### src/rtl/gie_pkg.sv
package gie_pkg;

    localparam int SRC_PER_GRP = 8;
    localparam int IDX_W       = 4;

    typedef enum logic [1:0] {
        WSEL_ENABLE   = 2'd0,
        WSEL_FLAG_CLR = 2'd1,
        WSEL_ACK_CLR  = 2'd2,
        WSEL_RSVD     = 2'd3
    } wsel_e;

    typedef struct packed {
        logic             hit;
        logic [IDX_W-1:0] idx;
    } pick_t;

    // lowest-numbered pending source wins; index is 1-based
    function automatic pick_t first_pending(input logic [SRC_PER_GRP-1:0] pend);
        pick_t r;
        r.hit = 1'b0;
        r.idx = '0;
        for (int i = SRC_PER_GRP - 1; i >= 0; i--) begin
            if (pend[i]) begin
                r.hit = 1'b1;
                r.idx = IDX_W'(i + 1);
            end
        end
        return r;
    endfunction

    function automatic logic [SRC_PER_GRP-1:0] idx_to_mask(input logic [IDX_W-1:0] idx);
        logic [SRC_PER_GRP-1:0] m;
        m = '0;
        for (int i = 0; i < SRC_PER_GRP; i++) begin
            if (idx == IDX_W'(i + 1)) m[i] = 1'b1;
        end
        return m;
    endfunction

endpackage

### src/rtl/gie_wr_decode.sv
module gie_wr_decode
    import gie_pkg::*;
#(
    parameter int NUM_GROUPS = 4,
    parameter int GW         = 2
) (
    input  logic                   clk,
    input  logic                   rst,
    input  logic                   wr_en,
    input  logic [1:0]             wr_sel,
    input  logic [GW-1:0]          wr_grp,
    input  logic [7:0]             wr_data,
    output logic [NUM_GROUPS-1:0]  en_we,
    output logic [NUM_GROUPS-1:0]  fclr_we,
    output logic [NUM_GROUPS-1:0]  ack_clr
);

    wsel_e sel;
    assign sel = wsel_e'(wr_sel);

    for (genvar g = 0; g < NUM_GROUPS; g++) begin : g_dec
        assign en_we[g]   = wr_en && (sel == WSEL_ENABLE)   && (wr_grp == GW'(g));
        assign fclr_we[g] = wr_en && (sel == WSEL_FLAG_CLR) && (wr_grp == GW'(g));
        assign ack_clr[g] = wr_en && (sel == WSEL_ACK_CLR)  && wr_data[g];
    end

    a_r10_single_group_write: assert property (@(posedge clk) disable iff (rst)
        $onehot0(en_we | fclr_we));

endmodule

### src/rtl/gie_group.sv
module gie_group
    import gie_pkg::*;
(
    input  logic                   clk,
    input  logic                   rst,
    input  logic [SRC_PER_GRP-1:0] src_req,
    input  logic                   en_we,
    input  logic                   fclr_we,
    input  logic                   ack_clr,
    input  logic [7:0]             wr_data,
    input  logic [SRC_PER_GRP-1:0] fetch_mask,
    output logic                   irq,
    output logic [SRC_PER_GRP-1:0] pend
);

    logic [SRC_PER_GRP-1:0] flag_q;
    logic [SRC_PER_GRP-1:0] en_q;
    logic [SRC_PER_GRP-1:0] sw_clr;
    logic                   ack_q;
    logic                   irq_q;
    logic                   fwd;

    assign pend   = flag_q & en_q;
    assign fwd    = (|pend) && !ack_q;
    assign sw_clr = fclr_we ? wr_data : '0;
    assign irq    = irq_q;

    always_ff @(posedge clk) begin
        if (rst) begin
            flag_q <= '0;
            en_q   <= '0;
            ack_q  <= 1'b0;
            irq_q  <= 1'b0;
        end else begin
            // a new request dominates any clear on the same edge
            flag_q <= (flag_q & ~sw_clr & ~fetch_mask) | src_req;
            if (en_we) en_q <= wr_data;
            if (fwd)          ack_q <= 1'b1;
            else if (ack_clr) ack_q <= 1'b0;
            irq_q <= fwd;
        end
    end

    a_r2_flag_latches: assert property (@(posedge clk) disable iff (rst)
        (|src_req) |=> ((flag_q & $past(src_req)) == $past(src_req)));

    a_r3_irq_has_cause: assert property (@(posedge clk) disable iff (rst)
        irq_q |-> ($past(|pend) && !$past(ack_q)));

    a_r4_irq_sets_ack: assert property (@(posedge clk) disable iff (rst)
        irq_q |-> ack_q);

    a_r5_single_pulse: assert property (@(posedge clk) disable iff (rst)
        irq_q |=> !irq_q);

endmodule

### src/rtl/gie_vec_unit.sv
module gie_vec_unit
    import gie_pkg::*;
#(
    parameter int NUM_GROUPS = 4,
    parameter int GW         = 2
) (
    input  logic                              clk,
    input  logic                              rst,
    input  logic                              vec_req,
    input  logic [GW-1:0]                     vec_grp,
    input  logic [NUM_GROUPS*SRC_PER_GRP-1:0] pend_all,
    output logic [NUM_GROUPS*SRC_PER_GRP-1:0] fetch_mask_all,
    output logic                              vec_ack,
    output logic                              vec_hit,
    output logic [GW-1:0]                     vec_grp_out,
    output logic [IDX_W-1:0]                  vec_idx
);

    logic [SRC_PER_GRP-1:0] sel_pend;
    pick_t                  pick;
    logic [SRC_PER_GRP-1:0] win_mask;

    always_comb begin
        sel_pend = '0;
        for (int g = 0; g < NUM_GROUPS; g++) begin
            if (vec_grp == GW'(g)) sel_pend = pend_all[g*SRC_PER_GRP +: SRC_PER_GRP];
        end
    end

    assign pick     = first_pending(sel_pend);
    assign win_mask = idx_to_mask(pick.idx);

    for (genvar g = 0; g < NUM_GROUPS; g++) begin : g_clr
        assign fetch_mask_all[g*SRC_PER_GRP +: SRC_PER_GRP] =
            (vec_req && (vec_grp == GW'(g))) ? win_mask : '0;
    end

    always_ff @(posedge clk) begin
        if (rst) begin
            vec_ack     <= 1'b0;
            vec_hit     <= 1'b0;
            vec_grp_out <= '0;
            vec_idx     <= '0;
        end else begin
            vec_ack     <= vec_req;
            vec_hit     <= vec_req && pick.hit;
            vec_grp_out <= vec_req ? vec_grp : '0;
            vec_idx     <= vec_req ? pick.idx : '0;
        end
    end

    a_r8_one_clear_per_fetch: assert property (@(posedge clk) disable iff (rst)
        $onehot0(fetch_mask_all));

    a_r7_ack_follows_req: assert property (@(posedge clk) disable iff (rst)
        vec_ack |-> $past(vec_req));

    a_r7_hit_index_range: assert property (@(posedge clk) disable iff (rst)
        vec_hit |-> (vec_ack && vec_idx != '0 && vec_idx <= IDX_W'(SRC_PER_GRP)));

    a_r9_miss_zero_index: assert property (@(posedge clk) disable iff (rst)
        (vec_ack && !vec_hit) |-> (vec_idx == '0));

endmodule

### src/rtl/gie_mux.sv
module gie_mux
    import gie_pkg::*;
#(
    parameter  int NUM_GROUPS = 4,
    localparam int GW         = (NUM_GROUPS > 1) ? $clog2(NUM_GROUPS) : 1,
    localparam int NSRC       = NUM_GROUPS * SRC_PER_GRP
) (
    input  logic                   clk,
    input  logic                   rst,
    input  logic [NSRC-1:0]        src_req,
    input  logic                   wr_en,
    input  logic [1:0]             wr_sel,
    input  logic [GW-1:0]          wr_grp,
    input  logic [7:0]             wr_data,
    output logic [NUM_GROUPS-1:0]  cpu_irq,
    input  logic                   vec_req,
    input  logic [GW-1:0]          vec_grp,
    output logic                   vec_ack,
    output logic                   vec_hit,
    output logic [GW-1:0]          vec_grp_out,
    output logic [IDX_W-1:0]       vec_idx
);

    logic [NUM_GROUPS-1:0] en_we;
    logic [NUM_GROUPS-1:0] fclr_we;
    logic [NUM_GROUPS-1:0] ack_clr;
    logic [NSRC-1:0]       pend_all;
    logic [NSRC-1:0]       fetch_mask_all;

    gie_wr_decode #(.NUM_GROUPS(NUM_GROUPS), .GW(GW)) u_dec (
        .clk     (clk),
        .rst     (rst),
        .wr_en   (wr_en),
        .wr_sel  (wr_sel),
        .wr_grp  (wr_grp),
        .wr_data (wr_data),
        .en_we   (en_we),
        .fclr_we (fclr_we),
        .ack_clr (ack_clr)
    );

    for (genvar g = 0; g < NUM_GROUPS; g++) begin : g_grp
        gie_group u_grp (
            .clk        (clk),
            .rst        (rst),
            .src_req    (src_req[g*SRC_PER_GRP +: SRC_PER_GRP]),
            .en_we      (en_we[g]),
            .fclr_we    (fclr_we[g]),
            .ack_clr    (ack_clr[g]),
            .wr_data    (wr_data),
            .fetch_mask (fetch_mask_all[g*SRC_PER_GRP +: SRC_PER_GRP]),
            .irq        (cpu_irq[g]),
            .pend       (pend_all[g*SRC_PER_GRP +: SRC_PER_GRP])
        );
    end

    gie_vec_unit #(.NUM_GROUPS(NUM_GROUPS), .GW(GW)) u_vec (
        .clk            (clk),
        .rst            (rst),
        .vec_req        (vec_req),
        .vec_grp        (vec_grp),
        .pend_all       (pend_all),
        .fetch_mask_all (fetch_mask_all),
        .vec_ack        (vec_ack),
        .vec_hit        (vec_hit),
        .vec_grp_out    (vec_grp_out),
        .vec_idx        (vec_idx)
    );

endmodule

### config.mk
export PLATFORM = sky130hd
export DESIGN_NAME = gie_mux
export DESIGN_NICKNAME = d
export VERILOG_FILES = /design/src/rtl/gie_pkg.sv /design/src/rtl/gie_wr_decode.sv /design/src/rtl/gie_group.sv /design/src/rtl/gie_vec_unit.sv /design/src/rtl/gie_mux.sv
export SDC_FILE = /design/constraint.sdc
export NUM_CORES = 1
export LEC_CHECK = 0
export ABC_CLOCK_PERIOD_IN_PS = 3100
export BUFFER_PORTS_ARGS = -buffer_cell sky130_fd_sc_hd__buf_2
export CAP_MARGIN = 5
export CORE_MARGIN = 3
export CORE_UTILIZATION = 60
export CTS_CLUSTER_SIZE = 12
export DETAILED_ROUTE_END_ITERATION = 7
export PLACE_DENSITY = 0.8
export SKIP_LAST_GASP = 1
export SLEW_MARGIN = 20
export SYNTH_ARGS = -nofsm -noshare
export SYNTH_HDL_FRONTEND = slang
export SYNTH_SLANG_ARGS = --single-unit
### constraint.sdc
create_clock -name clk -period 3.1 [get_ports clk]
set_input_delay 0.465 -clock clk [delete_from_list [all_inputs] [get_ports clk]]
set_output_delay 0.465 -clock clk [all_outputs]
set_load 0.01 [all_outputs]
# == Word level (Yosys, flattened, before mapping) ==
# Cells that the tools add are included.
# word_totals
input_bits,50
reg_bits,80
out_inout_bits,12
wordCells,137
# op_classes
reduce_logical,40
bitwise,25
n_eq_ne,16
muxes,36
# ops
cell,n
8-bit AND,12
8-bit two-way mux,12
8-bit NOT,8
5-bit two-way mux,8
8-bit OR,4
8-bit OR reduction,4
1-bit logical AND,24
"4-bit by 3-bit equality test with 1-bit output, second input constant",4
1-bit two-way mux,16
"2-bit equality test, second input constant",5
"4-bit by 2-bit equality test with 1-bit output, second input constant",2
2-bit nonzero test,4
"2-bit by 1-bit equality test with 1-bit output, second input constant",3
2-bit logical NOT,3
"4-bit by 1-bit equality test with 1-bit output, second input constant",1
"4-bit equality test, second input constant",1
1-bit logical NOT,4
2-bit OR reduction,1
1-bit NOT,1

# == Longest topological paths before layout ==
# Gate-level depths: netlist (run 1).
# depth
depth_word,19
ltp_mapped,6
ltp_nobuf,5

# == Modules after synthesis ==
# Synthesis (run 1) repeated with hierarchy kept, for this count alone.
# unflattened
hier_cells,444
area_unflattened_um2,3799.9
# modules_own_cells
module,cells_per_inst,area_per_inst_um2,seq_area_each_um2,instances
gie_group,85,737.0,360.3,4
gie_vec_unit,86,747.0,160.2,1
gie_wr_decode,18,105.1,0.0,1

# == Least setup slack after synthesis (run 1) ==
# OpenSTA, ideal clock, no wires.
# synth_timing
path_kind,input to register
start,input port vec_grp[0]
end,register g_grp[0].u_grp.flag_q[5]
stages,5
setup_slack_ps,1224
path_buffers,1
t_required_ps,2956
setup_time_ps,144
arrival_time_ps,1732
path_cell_list,buf_6 > mux4_2 > and2b_1 > nor3_4 > a311oi_1
# synth_between
elab_chain_len,19
word_cells_on_any_way,23
cone_classes,eq/ne (4); mux (14); bitwise (3); reduce/logical (2)
# synth_rtl
item,line,rtl
from (decl),gie_mux.sv:17,"input logic [GW-1:0] vec_grp,"
2-bit logical NOT,"gie_vec_unit.sv:26, gie_vec_unit.sv:35",
8-bit two-way mux (4 in series),gie_vec_unit.sv:26,if (vec_grp == GW'(g)) sel_pend = pend_all[g*SRC_PER_GRP +: SRC_PER_GRP];
5-bit two-way mux (8 in series),gie_pkg.sv:24,if (pend[i]) begin
4-bit by 3-bit equality test with 1-bit output,gie_pkg.sv:36,if (idx == IDX_W'(i + 1)) m[i] = 1'b1;
1-bit two-way mux,gie_pkg.sv:36,
8-bit two-way mux (*),gie_vec_unit.sv:35,(vec_req && (vec_grp == GW'(g))) ? win_mask : '0;
8-bit NOT (*),gie_group.sv:36,flag_q <= (flag_q & ~sw_clr & ~fetch_mask) | src_req;
8-bit AND (*),gie_group.sv:36,
8-bit OR (*),gie_group.sv:36,
to (signal assigned),gie_group.sv:36,
to (decl),gie_group.sv:16,logic [SRC_PER_GRP-1:0] flag_q;
# Every way passes the cells marked *; elsewhere a longest branch is shown, timed or not.
# A chain may end at the register's enable or synchronous reset.

# == Final worst setup path (run 1) ==
# layout_timing
start,input port vec_grp[0]
end,register g_grp[1].u_grp.flag_q[5]
# layout_between
elab_chain_len,19
word_cells_on_any_way,23
cone_classes,eq/ne (4); mux (14); bitwise (3); reduce/logical (2)
# layout_rtl
item,line
2-bit logical NOT,gie_vec_unit.sv:26
8-bit two-way mux (4 in series),gie_vec_unit.sv:26
5-bit two-way mux (8 in series),gie_pkg.sv:24
4-bit by 3-bit equality test with 1-bit output,gie_pkg.sv:36
1-bit two-way mux,gie_pkg.sv:36
8-bit two-way mux (*),gie_vec_unit.sv:35
8-bit NOT (*),gie_group.sv:36
8-bit AND (*),gie_group.sv:36
8-bit OR (*),gie_group.sv:36
to (signal assigned),gie_group.sv:36
to (decl),gie_group.sv:16
# Marks and branches as above.

==> results.md, run 1 <==
* RSZ-0062 raised after global routing: false
* Nets at 517
* Area Growth Syn to Fin at 15.17%
* Mapped Nets at 465
* Critical path launch point type: input pin
* Post-synthesis sequential area ratio at 44.03%
* Drt wl/cell at 18.22 µm
* CTS buffer count at 9
* Post-synth top area share at 44.03%
* Setup Buffers After CTS at 0
* DRC Markers at 0
* Worst rel slew slack at 52.73%
* Syn Inst Count at 415
* Clock slew at reported path FFs at 0.09 ns
* Die Wd at 83.86 µm
* GRT overflow at 0
* Final Hold Viols at 0
* 1st-iter DRT viols at 348
* Wirelength, routed at 9912 µm
* Placer congestion estimate at 0.9018
* Post-synth EDFFs at 0
* Top FF cell, synth: dfxtp_1
* Routed Antenna Nets at 0
* Hold slack final at 0.3141 ns
* Crit. End Element: flop
* Synth cell types at 44
* PD cells at 526.6 nW/µm²
* Synth Area in XOR/XNOR at 0%
* Commonest non-fill, non-tap cells in the layout: dfxtp_1, nand2_1, buf_2, nor2_1, a21oi_1
* Top Ports at 62
* Setup_tns at 0 ns
* Post-Synth Simple-Gate Area at 22.33%
* Final Non-Filler Cells at 544
* CTS Buffer Depth at 2
* Adder-cell area share of the yosys netlist at 0%
* Core area at 5675 µm²
* Crit-path max FO at 13
* Cell area after synthesis at 3637 µm²
* Post-DP HPWL at 7276 µm
* Max Clock Skew at 0.01194 ns
* Largest net degree at the start of global routing at 36
* Compound-Gate Fraction of Synth Area at 16.41%
* WS Path Type: in -> reg
* Resize count post-CTS at 0
* Die ar. at 7033 µm²
* CTS Hold Bufs at 0
* CTS tree: built
* Layout fillers at 425
* Min Tclk post-route at 2.110 ns
* Area leader, netlist: dfxtp_1
* Max-Cap Viols at 0
* Final total power at 0.002206 W
* Yosys warning total at 0
* Top post-synthesis cells by area: dfxtp_1, nand2_1, mux2i_1
* Antenna fix cells at 0
* Vias in the first global route at 3,156
* Cell total after placement at 528
* FF+latch count, synth at 80
* Avg Vias per Cell at 6.127
* Main combinational cell family by area after synthesis: simple AND/OR/NAND/NOR gates
* Die Y-Extent at 83.86 µm
* Slew @ Worst Pin at 0.7091 ns
* GRT Total Usage at 28.72%
* Placement row count at 27
* Commonest non-fill, non-tap cell in the layout: dfxtp_1
* Crit path required time at 3.31 ns
* Avg Cell Area, Syn at 8.764 µm²
* Hold WC Path Type: in -> reg
* Clk sinks at 80
* Ratio of cells with drive above 1 in the final layout at 20.97%
* Initial antenna violation count at 0
* Async set or reset register ratio after synthesis at 0%
* Post-synthesis mux area share at 11.83%
* Root buffer cell: clkbuf_8
* First-pass GRT wire length at 15,940 µm
* Fmax at 473.9 MHz
* Initial DRT Pass Iterations at 5
* Final setup fails at 0
* Max VDD drop at 0.5549 mV
* Tcrit/Tclk final at 68.07%
* Leakage at 1.797 nW
* Final Slew Violations at 0
* WP data arrival at 2.32 ns
* Status: completed
* Via count at 3,333
* DP Worst Slack at 0.7218 ns
* Port Buffer Count at 61
* Final WS setup at 0.9899 ns
* Initial core utilization at 64.09%
* Clk_lat worst skew at 0.36 ns
* Depth of the CTS H-tree at 3
[metrics by stage]
step | util (%) | cell area [µm²]
2_1_floorplan | - | 3637
3_3_place_gp | 69.51 | 3945
3_5_place_dp | 69.51 | 3945
4_1_cts | 73.81 | 4189
5_1_grt | 73.81 | 4189
6_report | 73.81 | 4189
[cell type report]
cell class / instances / area (µm²) / area share [%]
Clock inverter: 7 / 120.1 / 2.867
Sequential cell: 80 / 1602 / 38.23
Tap cell: 72 / 90.09 / 2.151
Clock buffer: 9 / 123.9 / 2.957
Inverter: 19 / 71.32 / 1.703
Timing Repair Buffer: 66 / 342.8 / 8.184
Multi-Input combinational cell: 291 / 1839 / 43.91
[worst max-delay path: stages]
cell and delay (ns):
buf_2 0.29, mux4_1 0.77, a31oi_1 0.59, a311oi_1 0.19
[registers in the layout, summed over array words and instances (netlist names)]
name	flops
g_grp.u_grp.ack_q	4
g_grp.u_grp.irq	4
u_vec.vec_ack	1
g_grp.u_grp.en_q	32
u_vec.vec_grp_out	2
g_grp.u_grp.flag_q	32
u_vec.vec_idx	4
u_vec.vec_hit	1
[power breakdown]
part	switching, W	internal, W	total (W)
Sequential	0.0000201	0.00107	0.00109
Clock	0.000397	0.000536	0.000933
Combinational	0.000110	0.0000752	0.000185
[final timing paths]
| kind | start | endpoint | slack (ns) | cells past startpoint |
|---|---|---|---|---|
| worst max register to register | g_grp[3].u_grp.en_q[1] | g_grp[1].u_grp.flag_q[5] | 1.03 | 5 |
| worst max-delay path | vec_grp[0] | g_grp[1].u_grp.flag_q[5] | 0.99 | 4 |
| worst min register to register | g_grp[2].u_grp.ack_q | g_grp[2].u_grp.irq | 0.44 | 1 |
| worst min-delay path | src_req[28] | g_grp[3].u_grp.flag_q[4] | 0.31 | 2 |
[cells in the mapped netlist, types with 2 or more instances]
master	n
mux4_1	2
and3_1	2
nand2b_1	2
o211ai_1	11
inv_1	19
clkbuf_1	16
a31oi_1	2
and2_1	10
nor3_1	5
o31a_1	2
nand4_1	4
mux2i_1	24
o21a_1	2
buf_6	2
buf_4	4
nor2_1	43
a311oi_2	2
o31ai_1	2
o311ai_1	4
nor3b_1	3
a2bb2oi_1	2
dfxtp_1	80
nand3b_1	5
a21boi_0	4
buf_1	2
a31o_2	4
mux4_2	5
nand3_1	10
nor4b_1	4
a311oi_1	10
nand2_1	77
a21oi_1	39
[metal layers]
| layer | part of all wire (%) | wire length, µm | global-route usage [%] |
|---|---|---|---|
| met1 | 43 | 4282 | 39.09 |
| met3 | 8.1 | 804 | 5.331 |
| met5 | 0 | 0 | 0 |
| met4 | 2.2 | 214 | 10.23 |
| met2 | 47 | 4610 | 45.70 |
[kinds of logic after synthesis]
family | count (synthesis)
AOI/OAI and AO/OA | 87
buffers and inverters | 44
DFF | 80
muxes | 32
and+or+nand+nor | 172
No activity file was read; power rests on OpenSTA's default activity.
==> run 2: changes to the inputs <==
Settings changed: ABC_CLOCK_PERIOD_IN_PS 3100 to 2200, CORE_UTILIZATION 60 to 56, PLACE_DENSITY 0.8 to 0.76.
Clock period 3.1 ns to 2.2 ns, I/O delays scaled along.
==> run 2 against run 1 <==
Compared with the run above:
- core utilization shrank 4.7 points
- clock skew down 0.00076 ns
- worst setup slack worse by 0.71 ns
- clock power grew 28%
- design area is 0.54% higher
- cell count rose by 1.7%
- critical endpoint is now g_grp[3].u_grp.flag_q[6]
- register-to-register slack worse by 0.75 ns
- critical path type is now reg -> reg
- count of clock-buffer cells in the layout rose by 1
- wire length decreased by 2.7%
==> results.md, run 2 (synthesis results as in run 1) <==
* Antenna fix cells at 0
* Drt wl/cell at 17.44 µm
* First-pass GRT wire length at 15,440 µm
* Avg Vias per Cell at 5.984
* Sequential power share at 51.4%
* Initial antenna violation count at 0
* 1st-iter DRT viols at 216
* CP Buf/Inv Count at 0
* Core area at 6096 µm²
* Nets at 523
* Slew @ Worst Pin at 0.6485 ns
* Critical path launch point type: flop
* Wirelength, routed at 9643 µm
* Die ar. at 7498 µm²
* Crit path depth at 5
* RR Startpoint: g_grp[0].u_grp.en_q[3]
* CTS tree: built
* Sw Ratio at 24.24%
* Tcrit/Tclk final at 87.37%
* WP data arrival at 2.17 ns
* Final Slew Violations at 0
* Worst Hold Depth at 3
* Finished Core Util at 69.09%
* Area Growth Syn to Fin at 15.79%
* Crit-path max FO at 8
* Final WS setup at 0.2778 ns
* Min Tclk post-route at 1.922 ns
* Depth of the CTS H-tree at 3
* Post-DP HPWL at 7196 µm
* Max incr delay on CP at 0.68 ns
* Leakage at 1.814 nW
* Commonest non-fill, non-tap cells in the layout: dfxtp_1, nand2_1, buf_2, nor2_1, a21oi_1
* Largest net degree at the start of global routing at 41
* Resize count post-CTS at 0
* GRT Total Usage at 26.93%
* PD cells at 708.3 nW/µm²
* Crit path cell chain: nand2_1, mux4_1, nand2b_1, nor3_4, a311oi_1
* Clk sinks at 80
* P_sw at 0.0007231 W
* Fmax at 520.2 MHz
* Status: completed
* Max VDD drop at 0.4601 mV
* Placer congestion estimate at 0.8967
* Placement row count at 28
* Commonest non-fill, non-tap cell in the layout: dfxtp_1
* Final Hold Viols at 0
* DRC Markers at 0
* Final setup fails at 0
* CP Launch Point: g_grp[0].u_grp.en_q[3]
* Crit. End Element: flop
* RSZ-0062 raised after global routing: false
* Clock power frac at 39.7%
* Worst rel slew slack at 56.64%
* Top flop regs: g_grp.u_grp.en_q (32), g_grp.u_grp.flag_q (32)
* CP max stage cell: mux4_1
* Clock slew at reported path FFs at 0.09 ns
* Root buffer cell: clkbuf_8
* Routed Antenna Nets at 0
* Hold WC Path Type: in -> reg
* Initial DRT Pass Iterations at 5
* Int Pwr at 0.002260 W
* Clk_lat worst skew at 0.35 ns
* Area of the multi-input gates at 1839 µm²
* Ratio of cells with drive above 1 in the final layout at 21.76%
* CTS Hold Bufs at 0
* Worst reg-to-reg path cell count at 5
* Max-Cap Viols at 0
* Via count at 3,309
* Layout fillers at 522
* DP Worst Slack at -0.001663 ns
* Setup Buffers After CTS at 0
* CTS buffer count at 9
* CTS Buffer Depth at 2
* GRT overflow at 0
* Crit path required time at 2.45 ns
* Hold Startpoint: src_req[24]
* WS Path Type: reg -> reg
* Comb pwr share at 8.9%
* Top Ports at 62
* Vias in the first global route at 3,138
* Die Wd at 86.59 µm
* Register Area at 1602 µm²
* Max Clock Skew at 0.01117 ns
* Die Y-Extent at 86.59 µm
* Initial core utilization at 59.67%
* Crit path max-delay family: multiplexers
* Port Buffer Count at 61
run 2: cell count changes in the layout (fill, tap and decap cells not counted):
cell       before  now
clkinv_4        2    0
inv_6           0    2
buf_4           5   11
bufinv_16       3    2
clkbuf_1        0    1
run 2: worst register-to-register path: stages (launching register included):
cell and delay [ns]:
dfxtp_1 0.34, nand2_1 0.10, mux4_1 0.68, nand2b_1 0.30, nor3_4 0.11, a311oi_1 0.30
run 2: worst paths after layout:
kind / end / slack (ns)
setup / recovery: g_grp[3].u_grp.flag_q[6] / 0.28
hold / removal: g_grp[3].u_grp.flag_q[0] / 0.18
setup reg to reg: g_grp[3].u_grp.flag_q[6] / 0.28
hold reg to reg: g_grp[1].u_grp.irq / 0.44
run 2: area by class of cell:
cell class,instances,area share (%)
Clock buffer,10,3.030
Clock inverter,6,2.139
Inverter,19,1.693
Multi-Input combinational cell,291,43.67
Sequential cell,80,38.03
Tap cell,75,2.228
Timing Repair Buffer,72,9.210
run 2: per-layer routing:
layer	track usage, %	wire length, µm	up-vias
met5	0	0	-
met3	4.848	791	11
met4	10.76	144	0
met1	35.90	4171	1578
met2	43.32	4535	152
li1	-	-	1568
run 2: metrics by stage:
| step | total power [W] | cell area (µm²) | hold slack (ns) | setup TNS, ns | cells |
|---|---|---|---|---|---|
| finish | 0.002983 | 4212 | 0.1806 | 0 | 553 |
| detailed placement | 0.001826 | 3994 | 0.4286 | -0.001663 | 537 |
| CTS | 0.002993 | 4212 | 0.1763 | 0 | 553 |
| global route | 0.003074 | 4212 | 0.1893 | 0 | 553 |
| floorplan | 0.001723 | 3637 | 0.4108 | 0 | 415 |
| global placement | 0.001817 | 3994 | 0.4232 | 0 | 537 |
run 2: power groups by stage:
stage	Combinational, W	Sequential (W)	Clock (W)
global placement	0.000253	0.00156	0
floorplan	0.000162	0.00156	0
global route	0.000288	0.00154	0.00125
detailed placement	0.000260	0.00157	0
CTS	0.000261	0.00153	0.00120
finish	0.000264	0.00153	0.00119
